## config.mk

```make
export PLATFORM = sky130hd
export DESIGN_NAME = uart_dx
export DESIGN_NICKNAME = d
export VERILOG_FILES = /design/src/rtl/uart_dx_pkg.sv /design/src/rtl/uart_dx_bitclk.sv /design/src/rtl/uart_dx_tx.sv /design/src/rtl/uart_dx_rx.sv /design/src/rtl/uart_dx.sv
export SDC_FILE = /design/constraint.sdc
export NUM_CORES = 1
export LEC_CHECK = 0
export ABC_AREA = 1
export BUFFER_PORTS_ARGS = -buffer_cell sky130_fd_sc_hd__buf_2
export CORE_MARGIN = 3
export CORE_UTILIZATION = 60
export DETAILED_ROUTE_END_ITERATION = 12
export GPL_ROUTABILITY_DRIVEN = 0
export GPL_TIMING_DRIVEN = 0
export PLACE_DENSITY = 0.9
export SLEW_MARGIN = 10
export SYNTH_ARGS = -nofsm -noshare
export SYNTH_HDL_FRONTEND = slang
export SYNTH_SLANG_ARGS = --single-unit
export TNS_END_PERCENT = 100
```

## constraint.sdc

```tcl
create_clock -name clk -period 3.9 [get_ports clk]
set_input_delay 0.585 -clock clk [delete_from_list [all_inputs] [get_ports clk]]
set_output_delay 0.585 -clock clk [all_outputs]
set_load 0.01 [all_outputs]
```

## src/rtl/uart_dx_pkg.sv

```systemverilog
package uart_dx_pkg;
  localparam int WORD_W = 9;
  localparam int IDX_W  = $clog2(WORD_W + 1);

  typedef logic [WORD_W-1:0] word_t;
  typedef logic [IDX_W-1:0]  idx_t;

  typedef enum logic [2:0] {TX_IDLE, TX_START, TX_DATA, TX_STOP, TX_STOP2} tx_state_e;
  typedef enum logic [1:0] {RX_IDLE, RX_START, RX_DATA, RX_STOP} rx_state_e;

  // number of data bits for a length select code
  function automatic idx_t frame_bits(input logic [1:0] sel);
    case (sel)
      2'b00:   frame_bits = idx_t'(7);
      2'b01:   frame_bits = idx_t'(8);
      default: frame_bits = idx_t'(9);
    endcase
  endfunction
endpackage

```

## src/rtl/uart_dx_bitclk.sv

```systemverilog
module uart_dx_bitclk #(
  parameter int PERIOD_W = 14
) (
  input  logic                clk,
  input  logic                rst_n,
  input  logic                run,
  input  logic                restart,
  input  logic [PERIOD_W-1:0] period,
  output logic                mid,
  output logic                last
);
  localparam logic [PERIOD_W-1:0] P_ONE = PERIOD_W'(1);

  logic [PERIOD_W-1:0] cnt;
  logic [PERIOD_W-1:0] half;

  assign half = period >> 1;
  assign last = run && (cnt == period - P_ONE);
  assign mid  = run && (cnt == half - P_ONE);

  always_ff @(posedge clk or negedge rst_n) begin
    if (!rst_n)                      cnt <= '0;
    else if (!run || restart || last) cnt <= '0;
    else                             cnt <= cnt + P_ONE;
  end


  cnt_range_chk: assert property (@(posedge clk) disable iff (!rst_n)
    run |-> (cnt < period));
endmodule

```

## src/rtl/uart_dx_tx.sv

```systemverilog
module uart_dx_tx
  import uart_dx_pkg::*;
#(
  parameter int PERIOD_W = 14
) (
  input  logic                clk,
  input  logic                rst_n,
  input  logic [PERIOD_W-1:0] period,
  input  logic [1:0]          len_sel,
  input  word_t               in_data,
  input  logic                in_valid,
  output logic                in_ready,
  output logic                txd
);
  localparam idx_t IDX_ONE = idx_t'(1);

  tx_state_e st;
  word_t     shreg;
  idx_t      idx;
  idx_t      nbits;
  logic      txd_q;
  logic      mid, last, load;

  assign nbits    = frame_bits(len_sel);
  assign in_ready = (st == TX_IDLE) || ((st == TX_STOP2) && last);
  assign load     = in_valid && in_ready;
  assign txd      = txd_q;

  uart_dx_bitclk #(.PERIOD_W(PERIOD_W)) i_bitclk (
    .clk     (clk),
    .rst_n   (rst_n),
    .run     (st != TX_IDLE),
    .restart (1'b0),
    .period  (period),
    .mid     (mid),
    .last    (last)
  );

  always_ff @(posedge clk or negedge rst_n) begin
    if (!rst_n) begin
      st    <= TX_IDLE;
      shreg <= '0;
      idx   <= '0;
      txd_q <= 1'b1;
    end else if (load) begin
      st    <= TX_START;
      shreg <= in_data;
      idx   <= '0;
      txd_q <= 1'b0;
    end else if (last) begin
      unique case (st)
        TX_START: begin
          st    <= TX_DATA;
          txd_q <= shreg[0];
          shreg <= shreg >> 1;
          idx   <= '0;
        end
        TX_DATA: begin
          if (idx == nbits - IDX_ONE) begin
            st    <= TX_STOP;
            txd_q <= 1'b1;
          end else begin
            idx   <= idx + IDX_ONE;
            txd_q <= shreg[0];
            shreg <= shreg >> 1;
          end
        end
        TX_STOP:  st <= in_valid ? TX_STOP2 : TX_IDLE;
        default:  st <= TX_IDLE;
      endcase
    end
  end


  tx_start_low_chk: assert property (@(posedge clk) disable iff (!rst_n)
    load |=> !txd);

  tx_idle_high_chk: assert property (@(posedge clk) disable iff (!rst_n)
    (st == TX_IDLE) |-> txd);

  tx_stop2_high_chk: assert property (@(posedge clk) disable iff (!rst_n)
    (st == TX_STOP2) |-> txd);

  txd_mid_stable_chk: assert property (@(posedge clk) disable iff (!rst_n)
    mid |-> $stable(txd));
endmodule

```

## src/rtl/uart_dx_rx.sv

```systemverilog
module uart_dx_rx
  import uart_dx_pkg::*;
#(
  parameter int PERIOD_W = 14
) (
  input  logic                clk,
  input  logic                rst_n,
  input  logic [PERIOD_W-1:0] period,
  input  logic [1:0]          len_sel,
  input  logic                rxd,
  output word_t               out_data,
  output logic                out_valid,
  output logic                out_err
);
  localparam idx_t IDX_ONE = idx_t'(1);
  localparam idx_t W_IDX   = idx_t'(WORD_W);

  rx_state_e st;
  logic      s1, s2, prev;
  logic      fall, mid, last;
  word_t     sh;
  idx_t      idx;
  idx_t      nbits;

  assign nbits = frame_bits(len_sel);
  assign fall  = prev && !s2;

  uart_dx_bitclk #(.PERIOD_W(PERIOD_W)) i_bitclk (
    .clk     (clk),
    .rst_n   (rst_n),
    .run     (st != RX_IDLE),
    .restart ((st == RX_START) && mid),
    .period  (period),
    .mid     (mid),
    .last    (last)
  );

  always_ff @(posedge clk or negedge rst_n) begin
    if (!rst_n) begin
      s1   <= 1'b1;
      s2   <= 1'b1;
      prev <= 1'b1;
    end else begin
      s1   <= rxd;
      s2   <= s1;
      prev <= s2;
    end
  end

  always_ff @(posedge clk or negedge rst_n) begin
    if (!rst_n) begin
      st        <= RX_IDLE;
      sh        <= '0;
      idx       <= '0;
      out_data  <= '0;
      out_valid <= 1'b0;
      out_err   <= 1'b0;
    end else begin
      out_valid <= 1'b0;
      unique case (st)
        RX_IDLE: if (fall) st <= RX_START;
        RX_START: if (mid) begin
          if (!s2) begin
            st  <= RX_DATA;
            idx <= '0;
          end else begin
            st <= RX_IDLE;
          end
        end
        RX_DATA: if (last) begin
          sh <= {s2, sh[WORD_W-1:1]};
          if (idx == nbits - IDX_ONE) st <= RX_STOP;
          else                        idx <= idx + IDX_ONE;
        end
        default: if (last) begin
          out_valid <= 1'b1;
          out_err   <= !s2;
          out_data  <= sh >> (W_IDX - nbits);
          st        <= RX_IDLE;
        end
      endcase
    end
  end


  rx_pulse_chk: assert property (@(posedge clk) disable iff (!rst_n)
    out_valid |=> !out_valid);

  rx_short_zero_chk: assert property (@(posedge clk) disable iff (!rst_n)
    (out_valid && (nbits == idx_t'(7))) |-> ((out_data >> 7) == '0));
endmodule

```

## src/rtl/uart_dx.sv

```systemverilog
module uart_dx
  import uart_dx_pkg::*;
#(
  parameter int PERIOD_W = 14
) (
  input  logic                clk,
  input  logic                rst_n,
  input  logic [PERIOD_W-1:0] bit_period,
  input  logic [1:0]          word_len,
  input  logic [WORD_W-1:0]   tx_word,
  input  logic                tx_valid,
  output logic                tx_ready,
  output logic                txd,
  input  logic                rxd,
  output logic [WORD_W-1:0]   rx_word,
  output logic                rx_valid,
  output logic                rx_frame_err
);
  uart_dx_tx #(.PERIOD_W(PERIOD_W)) i_tx (
    .clk      (clk),
    .rst_n    (rst_n),
    .period   (bit_period),
    .len_sel  (word_len),
    .in_data  (tx_word),
    .in_valid (tx_valid),
    .in_ready (tx_ready),
    .txd      (txd)
  );

  uart_dx_rx #(.PERIOD_W(PERIOD_W)) i_rx (
    .clk       (clk),
    .rst_n     (rst_n),
    .period    (bit_period),
    .len_sel   (word_len),
    .rxd       (rxd),
    .out_data  (rx_word),
    .out_valid (rx_valid),
    .out_err   (rx_frame_err)
  );
endmodule

```

==> results by group, run 1 <==
Critical path
  • CP Max Fanout: 5
  • Crit-path leading delay family: simple AND/OR/NAND/NOR gates
  • Worst Setup SP: bit_period[1]
  • WS Path Type: in -> out
  • RR Endpoint: i_rx.i_bitclk.cnt[11]
  • Critical path, cell by cell: buf_2, inv_1, ha_1, inv_1, nor2_1, nand3_1, nand2_1, nand2_1, nand2_1, nand2_1, nor2_1, nand2_1, nor2_1, nand2_2, a21oi_1, buf_2
  • CP endpoint kind: primary output
  • Reg2reg start: i_rx.st[1]
  • Critical Path Slowest Stage Cell: ha_1
  • Startpoint Class: input port
  • Critical Path AT: 2.70 ns
  • Bufs and invs on worst path: 4
  • Req. time, crit path: 3.31 ns
  • Cell mode on critical path: nand2_1
  • CP peak stage delay: 0.27 ns
  • Cells on worst reg2reg path: 12
  • R2r setup slk: 1.55 ns

Logic synthesis
  • Synth Area per Inst: 7.26 sq um
  • Mapped Nets: 710
  • Gate Count Post-Synth: 675
  • Cell variety after synth: 47
  • Ys flop type: dfrtp_1
  • Yosys reg bits: 74
  • Sequential fraction of the synthesis area: 37.9%
  • FFs w/ async S/R, synth: 100%
  • Post-Syn Area: 4900 sq um
  • YS warnings: 0
  • Post-synth EDFFs: 0

Floorplan
  • Die height: 96.4 microns
  • # IOs: 42
  • Num rows: 32
  • Initial Utilization: 62.8%
  • Core footprint: 7810 sq um
  • Die area: 9290 sq um
  • Die width: 96.4 microns

Layout
  • Cell Count, Final, Fillers Out: 834
  • Fin nets: 762
  • Final core occ: 69.8%
  • ANT cells: 0
  • Area growth from synthesis to layout: 11.2%
  • Fraction of layout cells with a size suffix above 1: 13.8%

Drt
  • Vias: 4595
  • DR iter-0 viols: 358
  • Drt pass-1 iters: 5
  • WL final: 11400 microns
  • Routed Antenna Nets: 0
  • DR DRC count: 0
  • Post-DR wirelength/cell: 13.7 microns
  • Avg Vias per Cell: 5.51

Clock tree
  • CTS clk-pin slew, worst paths: 0.08 ns
  • Clk root buf: clkbuf_8
  • Hold_buf cts: 0
  • H-tree Lvls: 3
  • Clk Latency, worst-skew pair: 0.35 ns
  • CTS tree: yes
  • Post-CTS setup buffers: 0
  • CTS sink count: 74
  • Num CTS Buffers: 9
  • Clock buffer depth: 2
  • Post-CTS Resized: 0

Global route
  • Initial antenna violation count: 0
  • First-pass GRT wire length: 18900 microns
  • Vias in the first global route: 4249
  • GR Overflow Total: 0
  • GRT Overall Usage: 26.1%
  • Largest net degree at the start of global routing: 53

STA
  • Slew @ Worst Pin: 0.497 ns
  • Rel. slew slack: 66.9%
  • Worst Skew: 0.0115 ns
  • Min cycle time layout: 3.29 ns
  • Final Max Tran Viols: 0
  • Count of final setup violators: 0
  • Highest clock rate: 0.304 GHz
  • Final setup TNS: 0 ns
  • Final period util: 84.3%
  • Final hold vios: 0
  • RSZ-0062 raised after global routing: no

Power and ir drop
  • Power consumption: 2540 uW
  • Static Leakage: 0.00272 uW
  • P per Cell Area: 466 nW/um^2
  • Worst VDD drop: 0.388 mV

Placement
  • DP Wirelength: 8800 microns
  • Port bufs: 40
  • Post-Place Cells: 818

Outcome
  • Run status: finished clean

Hold path
  • Min-delay worst type: in -> async

Job
  • Number of max-cap violations: 0
==> stage by stage <==
step | cell area, sq um | setup WS, ns | hold slack [ns]
2_1_floorplan | 4900 | 1.29 | 0.289
3_3_place_gp | 5230 | 0.805 | 0.346
3_5_place_dp | 5260 | 0.705 | 0.348
4_1_cts | 5450 | 0.682 | 0.123
5_1_grt | 5450 | 0.499 | 0.129
6_report | 5450 | 0.612 | 0.122
==> worst max-delay path by stage <==
stage,slack [ns],endpoint,cells past startpoint
after floorplan,1.29,tx_ready,12
after global placement,0.81,tx_ready,16
final,0.61,tx_ready,16
after global routing,0.50,tx_ready,14
after detailed placement,0.70,tx_ready,16
after CTS,0.68,tx_ready,16
==> sequential cells by signal (all words and copies together), names as in the netlist <==
register / count
i_rx.out_valid: 1
i_tx.shreg: 9
i_tx.idx: 4
i_tx.st: 3
i_tx.txd: 1
i_rx.st: 2
i_rx.prev: 1
i_rx.s1: 1
i_rx.sh: 9
i_rx.i_bitclk.cnt: 14
i_rx.idx: 4
i_rx.out_err: 1
i_rx.s2: 1
i_tx.i_bitclk.cnt: 14
i_rx.out_data: 9
==> power breakdown <==
part | internal [uW] | leakage, uW | switching [uW] | total (uW)
combinational | 326 | 0.00163 | 638 | 963
clock | 297 | 0.0000966 | 301 | 598
sequential | 879 | 0.000994 | 101 | 980
==> synthesized netlist by cell type, types with 3 or more instances <==
cell | n | area [sq um]
a22oi_1 | 6 | 45.0
nor2_2 | 3 | 18.8
xor2_1 | 37 | 324
o21ai_0 | 18 | 90.1
xnor2_1 | 10 | 87.6
inv_2 | 3 | 11.3
nand2_2 | 5 | 31.3
nand4_1 | 17 | 106
nor3_1 | 11 | 55.1
buf_2 | 4 | 20.0
o22ai_1 | 3 | 18.8
nand3_1 | 54 | 270
dfrtp_1 | 70 | 1750
nand2_1 | 196 | 736
o21ai_1 | 12 | 60.1
nor2_1 | 87 | 327
dfstp_2 | 4 | 105
nand3_4 | 3 | 52.6
a21oi_1 | 8 | 40.0
o21ai_2 | 3 | 26.3
clkbuf_1 | 3 | 11.3
buf_6 | 3 | 33.8
nor2_4 | 3 | 33.8
inv_1 | 75 | 282
ha_1 | 6 | 75.1
nor3b_1 | 3 | 22.5
nand3b_1 | 3 | 22.5
==> cell usage in the layout (no fill, tap or decap), types with 3 or more instances in the layout <==
| master | count |
|---|---|
| nand2_1 | 196 |
| nor2_1 | 87 |
| inv_1 | 75 |
| dfrtp_1 | 70 |
| nand3_1 | 54 |
| buf_2 | 43 |
| xor2_1 | 37 |
| o21ai_0 | 18 |
| nand4_1 | 17 |
| o21ai_1 | 12 |
| nor3_1 | 11 |
| xnor2_1 | 10 |
| clkbuf_8 | 9 |
| a21oi_1 | 8 |
| a22oi_1 | 6 |
| ha_1 | 6 |
| nand2_2 | 5 |
| clkbuf_1 | 4 |
| dfstp_2 | 4 |
| buf_6 | 3 |
| nor2_4 | 3 |
| nor2_2 | 3 |
| inv_2 | 3 |
| nand3b_1 | 3 |
| o21ai_2 | 3 |
| nor3b_1 | 3 |
| nand3_4 | 3 |
| o22ai_1 | 3 |
==> routing by layer <==
metal | track usage (%) | up-vias | routed length (microns)
li1 | - | 2255 | -
met1 | 33.1 | 2146 | 4830
met2 | 42.8 | 165 | 5660
met3 | 5.79 | 29 | 670
met4 | 11.2 | 0 | 264
met5 | 0 | - | 0
==> cell type report <==
type                            instances  area, sq um
Tap cell                              102          128
Clock buffer                           10          128
Multi-Input combinational cell        509         2660
Inverter                               79          299
Timing Repair Buffer                   41          230
Clock inverter                          6         65.1
Sequential cell                        74         1860
Buffer                                 13         81.3
Fill cell                             605         2360
==> logic make-up after synthesis <==
| logic type | synth area share (%) |
|---|---|
| AOI/OAI and AO/OA | 7.20 |
| xor gates and xnor gates | 8.73 |
| buffers and inverters | 7.76 |
| adders and majority gates | 1.53 |
| and+or+nand+nor | 36.9 |
| DFF | 37.9 |
Note: power is estimated with default switching activity, not from simulation.
==> run 2: changes to the inputs <==
ABC_AREA = 0   (was 1)
CORE_UTILIZATION = 55   (was 60)
PLACE_DENSITY = 0.87   (was 0.9)
clock period = 2.8 ns   (was 3.9 ns; I/O delays follow)
==> run 2 against run 1 <==
  * The run now ends with negative setup slack left
  * Routed wire length grew 20%
  * Hold slack better by 0.026 ns
  * Sequential share of layout area fell by 3.9 points
  * Total power increased by 43%
  * Clock skew rose by 0.0027 ns
  * Global-route usage up 1.3 points
  * Synthesized area decreased by 0.41%
  * Die area increased by 8.1%
  * Via count fell by 4.5%
==> results by group, run 2 <==
Outcome
  • Run status: finished, violations left (was finished clean)
  • Failing checks: negative setup slack

Layout
  • Area growth from synthesis to layout: 26.2% (was 11.2%)
  • Cell Count, Final, Fillers Out: 702 (was 834)
  • Fraction of layout cells with a size suffix above 1: 32.2% (was 13.8%)
  • Final core occ: 73.1% (was 69.8%)
  • Fin nets: 627 (was 762)
  • Commonest non-fill, non-tap cells in the layout: 70 x dfrtp_1, 46 x nor2_1, 39 x xnor2_1 (was 196 x nand2_1, 87 x nor2_1, 75 x inv_1)
  • Top flop regs: i_rx.i_bitclk.cnt (14), i_tx.i_bitclk.cnt (14) (unchanged)
  • ANT cells: 0 (unchanged)
  • Most common cell after layout, fill and taps aside: dfrtp_1 (was nand2_1)
  • Design area: 6160 sq um (was 5450 sq um)

STA
  • Final Max Tran Viols: 0 (unchanged)
  • Highest clock rate: 0.340 GHz
  • Final period util: 105%
  • Min cycle time layout: 2.94 ns
  • Setup ws final: -0.142 ns (was 0.612 ns)
  • Rel. slew slack: 52.7% (was 66.9%)
  • Count of final setup violators: 13 (was 0)
  • Final hold vios: 0 (unchanged)
  • Slew @ Worst Pin: 0.710 ns (was 0.497 ns)
  • Worst Skew: 0.0142 ns (was 0.0115 ns)
  • RSZ-0062 raised after global routing: yes (was no)

Critical path
  • WS Path Type: in -> out (unchanged)
  • CP Max Fanout: 6 (was 5)
  • Req. time, crit path: 2.38 ns (was 3.31 ns)
  • Startpoint Class: input port (unchanged)
  • Critical Path AT: 2.52 ns (was 2.70 ns)
  • CP endpoint kind: primary output (unchanged)

Drt
  • Routed Antenna Nets: 0 (unchanged)
  • WL final: 13700 microns (was 11400 microns)
  • DR iter-0 viols: 489 (was 358)
  • DR DRC count: 0 (unchanged)
  • Drt pass-1 iters: 5 (unchanged)
  • Post-DR wirelength/cell: 19.5 microns (was 13.7 microns)
  • Avg Vias per Cell: 6.25 (was 5.51)
  • Vias: 4388 (was 4595)

Clock tree
  • CTS tree: yes (unchanged)
  • Num CTS Buffers: 9 (unchanged)
  • CTS sink count: 74 (unchanged)
  • Clk root buf: clkbuf_8 (unchanged)
  • Clock buffer depth: 2 (unchanged)
  • CTS clk-pin slew, worst paths: 0.08 ns (about the same)
  • Clk Latency, worst-skew pair: 0.37 ns (was 0.35 ns)
  • H-tree Lvls: 3 (unchanged)

Logic synthesis
  • Synth Area in XOR/XNOR: 14.6% (was 8.73%)
  • Mapped Nets: 543 (was 710)
  • Area share of fa/ha/maj cells after synthesis: 1.54% (was 1.53%)
  • Top cells by area, synth: dfrtp_1 36%, mux2_2 8.3%, xnor2_1 7.0% (was dfrtp_1 36%, nand2_1 15%, nor2_1 6.7%)
  • Synth Area per Inst: 9.61 sq um (was 7.26 sq um)
  • Gate Count Post-Synth: 508 (was 675)
  • Yosys reg bits: 74 (unchanged)
  • Cell variety after synth: 72 (was 47)
  • Post-synth EDFFs: 0 (unchanged)
  • YS warnings: 0 (unchanged)
  • Sequential fraction of the synthesis area: 38.1% (was 37.9%)
  • Top cell type's share of synthesized area: 35.9% (was 35.8%)
  • Post-synthesis mux area share: 10.8% (was 0%)
  • FFs w/ async S/R, synth: 100% (unchanged)
  • Post-Synth Simple-Gate Area: 21.1% (was 36.9%)
  • Most frequent cells after synthesis: 70 x dfrtp_1, 51 x nor2_1, 39 x xnor2_1, 37 x xor2_1, 36 x mux2_2 (was 196 x nand2_1, 87 x nor2_1, 75 x inv_1, 70 x dfrtp_1, 54 x nand3_1)
  • Most frequent cell after synthesis: dfrtp_1 (was nand2_1)
  • Ys flop type: dfrtp_1 (unchanged)
  • Post-Syn Area: 4880 sq um (was 4900 sq um)
  • Area leader, netlist: dfrtp_1 (unchanged)
  • Main combinational cell family by area after synthesis: simple AND/OR/NAND/NOR gates (unchanged)
  • Compound-Gate Fraction of Synth Area: 9.62% (was 7.20%)

Global route
  • First-pass GRT wire length: 21800 microns (was 18900 microns)
  • GRT Overall Usage: 27.4% (was 26.1%)
  • Initial antenna violation count: 0 (unchanged)
  • Largest net degree at the start of global routing: 54 (was 53)
  • GR Overflow Total: 0 (unchanged)
  • Vias in the first global route: 4457 (was 4249)

Floorplan
  • Initial Utilization: 57.9% (was 62.8%)
  • Num rows: 33 (was 32)
  • Core footprint: 8420 sq um (was 7810 sq um)
  • # IOs: 42 (unchanged)
  • Die area: 10000 sq um (was 9290 sq um)
  • Die width: 100 microns (was 96.4 microns)
  • Die height: 100 microns (was 96.4 microns)

Placement
  • DP Wirelength: 8260 microns (was 8800 microns)
  • Post-Place Cells: 646 (was 818)
  • DP Area: 5310 sq um (was 5260 sq um)
  • Setup slack at placement: -1.07 ns (was 0.705 ns)
  • Port bufs: 32 (was 40)

Power and ir drop
  • Power consumption: 3640 uW (was 2540 uW)
  • P per Cell Area: 591 nW/um^2 (was 466 nW/um^2)
  • Static Leakage: 0.00281 uW (was 0.00272 uW)
  • Worst VDD drop: 0.406 mV (was 0.388 mV)

Job
  • Number of max-cap violations: 0 (unchanged)

Hold path
  • Min-delay worst type: in -> reg (was in -> async)
[run 2: worst paths after layout]
kind	startpoint	end	slack, ns	cells past startpoint
worst max-delay path	bit_period[2]	tx_ready	-0.14	13
worst min-delay path	rxd	i_rx.s1	0.15	1
worst max register to register	i_tx.i_bitclk.cnt[6]	i_tx.shreg[7]	0.06	9
worst min register to register	i_rx.s1	i_rx.s2	0.36	0
max in group asynchronous	rst_n	i_rx.s2	1.69	3
min in group asynchronous	rst_n	i_tx.i_bitclk.cnt[2]	0.48	2
[run 2: cell type report]
class                           count  area, sq um
Buffer                             27          179
Clock buffer                       10          138
Clock inverter                      6          138
Fill cell                         552         2260
Inverter                           15         71.3
Multi-Input combinational cell    391         3090
Sequential cell                    74         1860
Tap cell                          105          131
Timing Repair Buffer               74          556
[run 2: worst max-delay path, stage by stage]
cell and delay (ns):
buf_8 0.12, inv_8 0.03, ha_4 0.16, nor4b_4 0.12, buf_4 0.15, buf_4 0.13
and2_2 0.21, nor3_1 0.34, o21ai_1 0.23, nor2_2 0.19, nand2_2 0.09, a211oi_2 0.17
buf_2 0.16
[run 2: what timing repair did]
action                                  CTS  global route
endpoints found under the hold margin    21             0
resized for setup                        45            21
pin swaps                                17             5
hold buffers                              1             0
buffers inserted                         32             7
endpoints found under the setup margin   65            59
gates cloned                              2             1
[run 2: through the flow]
step,TNS [ns],hold WS (ns)
2_1_floorplan,-4.83,0.124
3_3_place_gp,-43.53,0.347
3_5_place_dp,-50.90,0.345
4_1_cts,-0.0619,0.149
5_1_grt,-2.14,0.152
6_report,-0.991,0.149
[run 2: cell families (layout without fill, tap and decap cells)]
group,Yosys count,count (layout)
multiplexers,48,48
XOR/XNOR,78,78
adder cells (fa/ha/maj),6,6
AND/OR/NAND/NOR,188,190
flip-flops,74,74
buffers and inverters,45,132
AO/OA/AOI/OAI,69,69
[run 2: layer usage]
metal	global-route usage, %	vias to the layer above	wire length, microns
met2	47.1	218	6950
met5	0	-	0
met4	13.8	0	611
met3	5.07	66	843
met1	32.6	2149	5270
li1	-	1955	-
[run 2: power breakdown]
| group | leakage (uW) | total [uW] | internal (uW) | switching (uW) |
|---|---|---|---|---|
| Clock | 0.000137 | 1150 | 710 | 442 |
| Combinational | 0.00173 | 1020 | 495 | 529 |
| Sequential | 0.000949 | 1460 | 1260 | 205 |
